**src/rtl/smlk_pkg.sv**
```systemverilog
package smlk_pkg;
  typedef enum logic [1:0] {
    ST_OPEN   = 2'd0,
    ST_ARMED  = 2'd1,
    ST_LOCKED = 2'd2
  } smlk_state_e;
endpackage

```
**src/rtl/smlk_decode.sv**
```systemverilog
module smlk_decode
  import smlk_pkg::*;
#(
  parameter int DATA_W = 8,
  parameter logic [DATA_W-1:0] ACK_CODE = 8'h01,
  parameter int LOCK_IDX = 1
) (
  input  smlk_state_e        state,
  output logic [DATA_W-1:0]  cur_val,
  output logic [DATA_W-1:0]  cur_mask
);
  localparam logic [DATA_W-1:0] LOCK_BIT = DATA_W'(1) << LOCK_IDX;

  // Value and write mask are both pure functions of the state.
  always_comb begin
    unique case (state)
      ST_ARMED: begin
        cur_val  = ACK_CODE;
        cur_mask = LOCK_BIT;
      end
      ST_LOCKED: begin
        cur_val  = LOCK_BIT;
        cur_mask = '0;
      end
      default: begin
        cur_val  = '0;
        cur_mask = '1;
      end
    endcase
  end
endmodule

```
**src/rtl/smlk_merge.sv**
```systemverilog
module smlk_merge #(
  parameter int DATA_W = 8
) (
  input  logic [DATA_W-1:0] cur_val,
  input  logic [DATA_W-1:0] cur_mask,
  input  logic [DATA_W-1:0] wr_data,
  output logic [DATA_W-1:0] merged
);
  // A bit takes the written value where the mask is set,
  // and keeps its current value elsewhere.
  for (genvar i = 0; i < DATA_W; i++) begin : g_bit
    assign merged[i] = cur_mask[i] ? wr_data[i] : cur_val[i];
  end
endmodule

```
**src/rtl/smlk_ctrl.sv**
```systemverilog
module smlk_ctrl
  import smlk_pkg::*;
#(
  parameter int DATA_W = 8,
  parameter logic [DATA_W-1:0] QUERY_CODE = 8'hFF,
  parameter int LOCK_IDX = 1
) (
  input  logic              clk,
  input  logic              rst_n,
  input  logic              wr_fire,
  input  logic [DATA_W-1:0] merged,
  input  logic [DATA_W-1:0] cur_mask,
  output smlk_state_e       state
);
  smlk_state_e state_nx;

  // Rule order: the query match, then the discard while the mask is
  // still open, then the lock bit.
  always_comb begin
    state_nx = state;
    if (wr_fire) begin
      if (merged == QUERY_CODE)
        state_nx = ST_ARMED;
      else if (&cur_mask)
        state_nx = ST_OPEN;
      else if (merged[LOCK_IDX])
        state_nx = ST_LOCKED;
      else
        state_nx = state;
    end
  end

  always_ff @(posedge clk or negedge rst_n) begin
    if (!rst_n) state <= ST_OPEN;
    else        state <= state_nx;
  end
endmodule

```
**src/rtl/smbase_lock_reg.sv**
```systemverilog
module smbase_lock_reg
  import smlk_pkg::*;
#(
  parameter int DATA_W = 8,
  parameter logic [DATA_W-1:0] QUERY_CODE = 8'hFF,
  parameter logic [DATA_W-1:0] ACK_CODE   = 8'h01,
  parameter int LOCK_IDX = 1
) (
  input  logic              clk,
  input  logic              rst_n,
  input  logic              feat_en,
  input  logic              wr_valid,
  output logic              wr_ready,
  input  logic [DATA_W-1:0] wr_data,
  output logic [DATA_W-1:0] rd_data,
  output logic              range_hidden,
  output logic              range_smm_visible
);
  smlk_state_e       state;
  logic [DATA_W-1:0] cur_val;
  logic [DATA_W-1:0] cur_mask;
  logic [DATA_W-1:0] merged;
  logic              wr_fire;

  assign wr_ready = 1'b1;
  assign wr_fire  = wr_valid & wr_ready & feat_en;

  smlk_decode #(.DATA_W(DATA_W), .ACK_CODE(ACK_CODE), .LOCK_IDX(LOCK_IDX)) u_dec (
    .state    (state),
    .cur_val  (cur_val),
    .cur_mask (cur_mask)
  );

  smlk_merge #(.DATA_W(DATA_W)) u_mrg (
    .cur_val  (cur_val),
    .cur_mask (cur_mask),
    .wr_data  (wr_data),
    .merged   (merged)
  );

  smlk_ctrl #(.DATA_W(DATA_W), .QUERY_CODE(QUERY_CODE), .LOCK_IDX(LOCK_IDX)) u_ctl (
    .clk      (clk),
    .rst_n    (rst_n),
    .wr_fire  (wr_fire),
    .merged   (merged),
    .cur_mask (cur_mask),
    .state    (state)
  );

  assign rd_data           = cur_val;
  assign range_hidden      = feat_en & (state == ST_LOCKED);
  assign range_smm_visible = feat_en & (state == ST_LOCKED);
endmodule

```
**config.mk**
```make
export PLATFORM = sky130hd
export DESIGN_NAME = smbase_lock_reg
export DESIGN_NICKNAME = d
export VERILOG_FILES = /design/src/rtl/smlk_pkg.sv /design/src/rtl/smlk_decode.sv /design/src/rtl/smlk_merge.sv /design/src/rtl/smlk_ctrl.sv /design/src/rtl/smbase_lock_reg.sv
export SDC_FILE = /design/constraint.sdc
export NUM_CORES = 1
export LEC_CHECK = 0
export ABC_AREA = 1
export CAP_MARGIN = 20
export CORE_AREA = 2 2 39 41
export CTS_CLUSTER_DIAMETER = 120
export CTS_CLUSTER_SIZE = 25
export DETAILED_ROUTE_END_ITERATION = 6
export DIE_AREA = 0 0 41 43
export SETUP_SLACK_MARGIN = 0.5
export SYNTH_ARGS = -nofsm -noshare
export SYNTH_HDL_FRONTEND = slang
export SYNTH_SLANG_ARGS = --single-unit
```
**constraint.sdc**
```tcl
create_clock -name clk -period 1.1 [get_ports clk]
set_clock_uncertainty 0.05 [all_clocks]
set_input_delay 0.11 -clock clk [delete_from_list [all_inputs] [get_ports clk]]
set_output_delay 0.11 -clock clk [all_outputs]
set_load 0.01 [all_outputs]
```
# Yosys cells after proc, flatten, opt, wreduce, memory -nomap -nowiden
# Cells that the tools add are included.
# totals
ff_bits	2
input_bits	12
output_inout_bits	11
word_cells	22
# classes
eq_ne	3
mux	13
bitwise	2
n_reduce_logical	3
# ops
operator	n
8-bit one-hot mux with 2 select lines	1
8-bit equality test, second input constant	1
1-bit two-way mux	8
8-bit AND reduction	1
2-bit two-way mux	3
2-bit one-hot mux with 2 select lines	1
3-bit nonzero test	1
1-bit AND	2
2-bit by 1-bit equality test with 1-bit output, second input constant	1
2-bit equality test, second input constant	1
2-bit AND reduction	1

# Logic depth before layout (Yosys ltp)
# logic_depth
depth_word	6
depth_mapped	7
mapped_depth_nobuf	7

# By module
# Synthesis repeated with hierarchy kept, for this count alone.
# unflattened
cells_unflattened	84
area_unflattened_um2	447.9
# modules_own_cells
mod	instances	cells_each	area_per_inst_um2	seq_area_each_um2
smlk_ctrl	1	26	148.9	50.0
smlk_decode	1	19	142.6	0.0
smlk_merge	1	32	120.1	0.0
smbase_lock_reg	1	7	36.3	0.0

# Worst setup path before layout
# Ideal clock, no wire load.
# synth_path
kind	register to output
from	register u_ctl.state[0]
to	output port range_smm_visible
arrival_time_ps	956
t_required_ps	940
slack_ps	-16
stages_incl_launch_ff	6
n_path_buf	1
cell_sequence	dfrtp_1 -> inv_1 -> ha_1 -> nand2_1 -> inv_1 -> buf_4
# synth_via
elab_chain_len	2
# synth_lines
item	line_no	source
from (decl)	smlk_ctrl.sv:13	output smlk_state_e state
from (signal assigned)	smlk_ctrl.sv:35	else state <= state_nx;
2-bit equality test	n/a	
1-bit AND	n/a	
to (decl)	smbase_lock_reg.sv:17	output logic range_smm_visible
# No other way between the ends.

# Worst setup path after layout
# layout_path
from	register u_ctl.state[1]
to	output port range_smm_visible
# layout_via
elab_chain_len	2
# layout_lines
item	line_no	source
2-bit equality test	smbase_lock_reg.sv:52	assign range_smm_visible = feat_en & (state == ST_LOCKED);
1-bit AND	smbase_lock_reg.sv:52	
# No other way between the ends.

==> key figures <==
Worst setup path
  – R2R depth: 6
  – Critical Path Max Stage Delay: approximately 0.41 ns
  – Crit path buf inv count: 2
  – CP Class: flip-flop to output pin
  – Worst reg-to-reg setup slack: -0.05 ns
  – Data required, critical path: approximately 0.94 ns
  – CP Capture Type: output pin
  – Critical Path Fanout Max: 3
  – Reg-to-Reg End: u_ctl.state[1]$_DFFE_PN0P_
  – Critical-path cell list: ha_4 > nand2_2 > inv_2 > buf_6
  – CP startpoint kind: flip-flop
  – Worst EP arrival: 1.01 ns
  – Highest-delay cell along the critical path: dfrtp_1
  – RR Startpoint: u_ctl.state[1]$_DFFE_PN0P_
  – Largest delay share family, worst path: flip-flops

Hold path
  – Hold Path Class: input pin to async pin

Cells and area
  – Design area: 454.2 um2
  – Share of cells above drive strength 1: 0.3571
  – ANT cells: 0
  – Fillers: about 160
  – P&R area growth vs syn: 91.05%
  – Nets: 72
  – Largest regs: u_ctl.state x2
  – Largest Register: u_ctl.state
  – Fin cells: roughly 70
  – Max FFs per register: 2

Pwr
  – Pwr per Cell Area: 1428 nW/um2
  – Max VDD drop: 0.0003721 V
  – PnR Total Power: 0.6487 mW
  – Leakage power: approximately 0.22 nW

Run status
  – Failing checks: negative setup slack
  – Status: finished, violations left

CTS
  – TritonCTS clock tree: done
  – Root Buffer Master: clkbuf_4
  – Clock Sink Count: 2
  – CTS H-tree lvls: 1
  – Max clock buf depth: 2
  – CTS clock-pin slew for the worst setup and hold paths: 0.03 ns
  – CTS buffer count: 3
  – Clock latency on the worst-skew pair: about 0.22 ns

Global route
  – Initial antenna violation count: 0
  – Global route total overflow: 0
  – First-pass GRT wire length: 793 um
  – Largest net degree at the start of global routing: 4
  – All-Layer GR Usage: 0.07337
  – Vias in the first global route: 212

Placed design
  – Placed cell count: between 60 and 70
  – Post-DP HPWL: 400.6 um
  – Number of I/O port buffers: 15
  – Placed cell areas: between 400 and 500 um2
  – DP Worst Slack: -0.2909 ns
  – GP Congestion: 0.5827

Routing
  – Post-DRT Antenna Nets: 0
  – Drt pass-1 iters: 2
  – Via density: ~3.4
  – Iter 0 DRT Violations: 2
  – Per-cell routed wire length: between 6 and 7 um
  – Final WL: 488 um
  – Via count: approximately 250
  – DRC Markers: 0

STA
  – Endpoints failing hold: 0
  – Peak Freq: 0.8516 GHz
  – RSZ-0062 raised after global routing: yes
  – Crit path setup slack, layout: -0.07422 ns
  – Final setup viols: 6
  – Setup TNS: -0.3000 ns
  – Min cycle time layout: 1.174 ns
  – Period utilization: 1.067
  – Max-slew violations: 0

Synthesis
  – Syn Area/Cell: 6.425 um2
  – Complex-gate fraction of the synthesized area: 0
  – XOR/XNOR Fraction of Synth Area: 0
  – Prevailing post-synth register cell: dfrtp_1
  – Synth area leader: buf_4
  – Post-Synth Adder-Cell Area: 0.1053
  – Sequential-to-total area share from yosys stat: 0.2105
  – Top-count cell post-synth: nand2_1
  – Asr flop ratio synth: 1.000
  – Cell area after synthesis: ~240 um2
  – Ys Warns: 0
  – Post-synth top cells: nand2_1, buf_4, inv_1, nor2_1
  – EDFF count, synth: 0
  – Yosys reg bits: 2
  – Largest family of logic cells by synthesized area: buffers and inverters
  – Synth top area share: 0.2526
  – Top post-synthesis cells by area: buf_4, dfrtp_1, nand2_1, ha_1, inv_1
  – Mapped Cells: 37
  – Simple-Gate Fraction of Synth Area: 0.3211
  – Synth cell types: 10
  – Mux cell area share after synthesis: 0

Floorplan
  – Die ar.: 1763 um2
  – Initial core utilization: 0.1718
  – Row count: 14
  – Die Ht: 43 um
  – I/O pins: 23
  – Core Box Area: 1384 um2
  – Die X: 41 um

Job
  – MaxCap Viol Count: 0
==> where the power goes <==
group	internal, mW	switching [mW]	leakage (nW)
sequential	0.0927	0.0242	0.0243
clock	0.120	0.0409	0.0138
combinational	0.207	0.164	0.184
==> final cells by class <==
type                       count  area [um2]  share of cell area
clock buffer                   3       22.52             0.04959
inverter                       5       18.77             0.04132
multi-input combinational     27       160.2              0.3526
sequential                     2       50.05              0.1102
tap                           16       20.02             0.04408
timing repair buffer          19       182.7              0.4022
==> through the flow <==
stage,utilization,hold WS (ns)
3_5_place_dp,0.2957,0.2360
4_1_cts,0.3282,-0.007943
2_1_floorplan,-,-0.2356
6_report,0.3282,0.0002981
5_1_grt,0.3282,-0.005788
3_3_place_gp,0.2957,0.2354
==> placed cells by master, fill, tap and decap left out, types with 2 or more instances in the layout <==
cell type        instances
dfrtp_1                  2
buf_4                    3
nor2_1                   5
inv_1                    2
clkbuf_4                 3
nand2_1                  8
ha_4                     2
buf_6                    4
inv_2                    3
conb_1                   7
nand2_2                  2
clkdlybuf4s50_1         11
==> worst max-delay path by stage <==
stage / start / to / slack (ns) / cells after the start
2_1_floorplan: u_ctl.state[1]$_DFFE_PN0P_ / u_ctl.state[0]$_DFFE_PN0P_ / 0.07 / 6
3_3_place_gp: feat_en / range_smm_visible / -0.28 / 4
3_5_place_dp: feat_en / range_hidden / -0.29 / 4
4_1_cts: u_ctl.state[0]$_DFFE_PN0P_ / range_hidden / -0.1 / 5
5_1_grt: u_ctl.state[1]$_DFFE_PN0P_ / range_hidden / -0.12 / 4
6_report: u_ctl.state[1]$_DFFE_PN0P_ / range_smm_visible / -0.07 / 4
==> worst reg2reg max path: cells and delay by family, from the launching register on <==
kind	cells	cell delay, ns
flip-flops	1	0.41
buffers and inverters	1	0.13
AND/OR/NAND/NOR	4	0.27
adder cells (fa/ha/maj)	1	0.18
==> what timing repair did <==
action                                  CTS  global route
endpoints found under the hold margin     2             2
setup buffers                             1             0
endpoints found under the setup margin    6             6
pin swaps                                 4             4
gates resized for setup                  22             0
==> logic make-up (layout without fill, tap and decap cells) <==
logic type               count (synthesis)  count (layout)
flip-flops                               2               2
AND/OR/NAND/NOR                         18              18
buffers and inverters                   13              27
adder cells (fa/ha/maj)                  2               2
other                                    2               7
==> per-layer routing <==
metal,GRT usage,vias to the layer above,share of wire
li1,-,130,-
met4,0.06000,0,0
met3,0.06283,0,0.13
met2,0.1000,14,0.52
met1,0.06452,102,0.35
met5,0,-,0
Note: power is estimated with default switching activity, not from simulation.
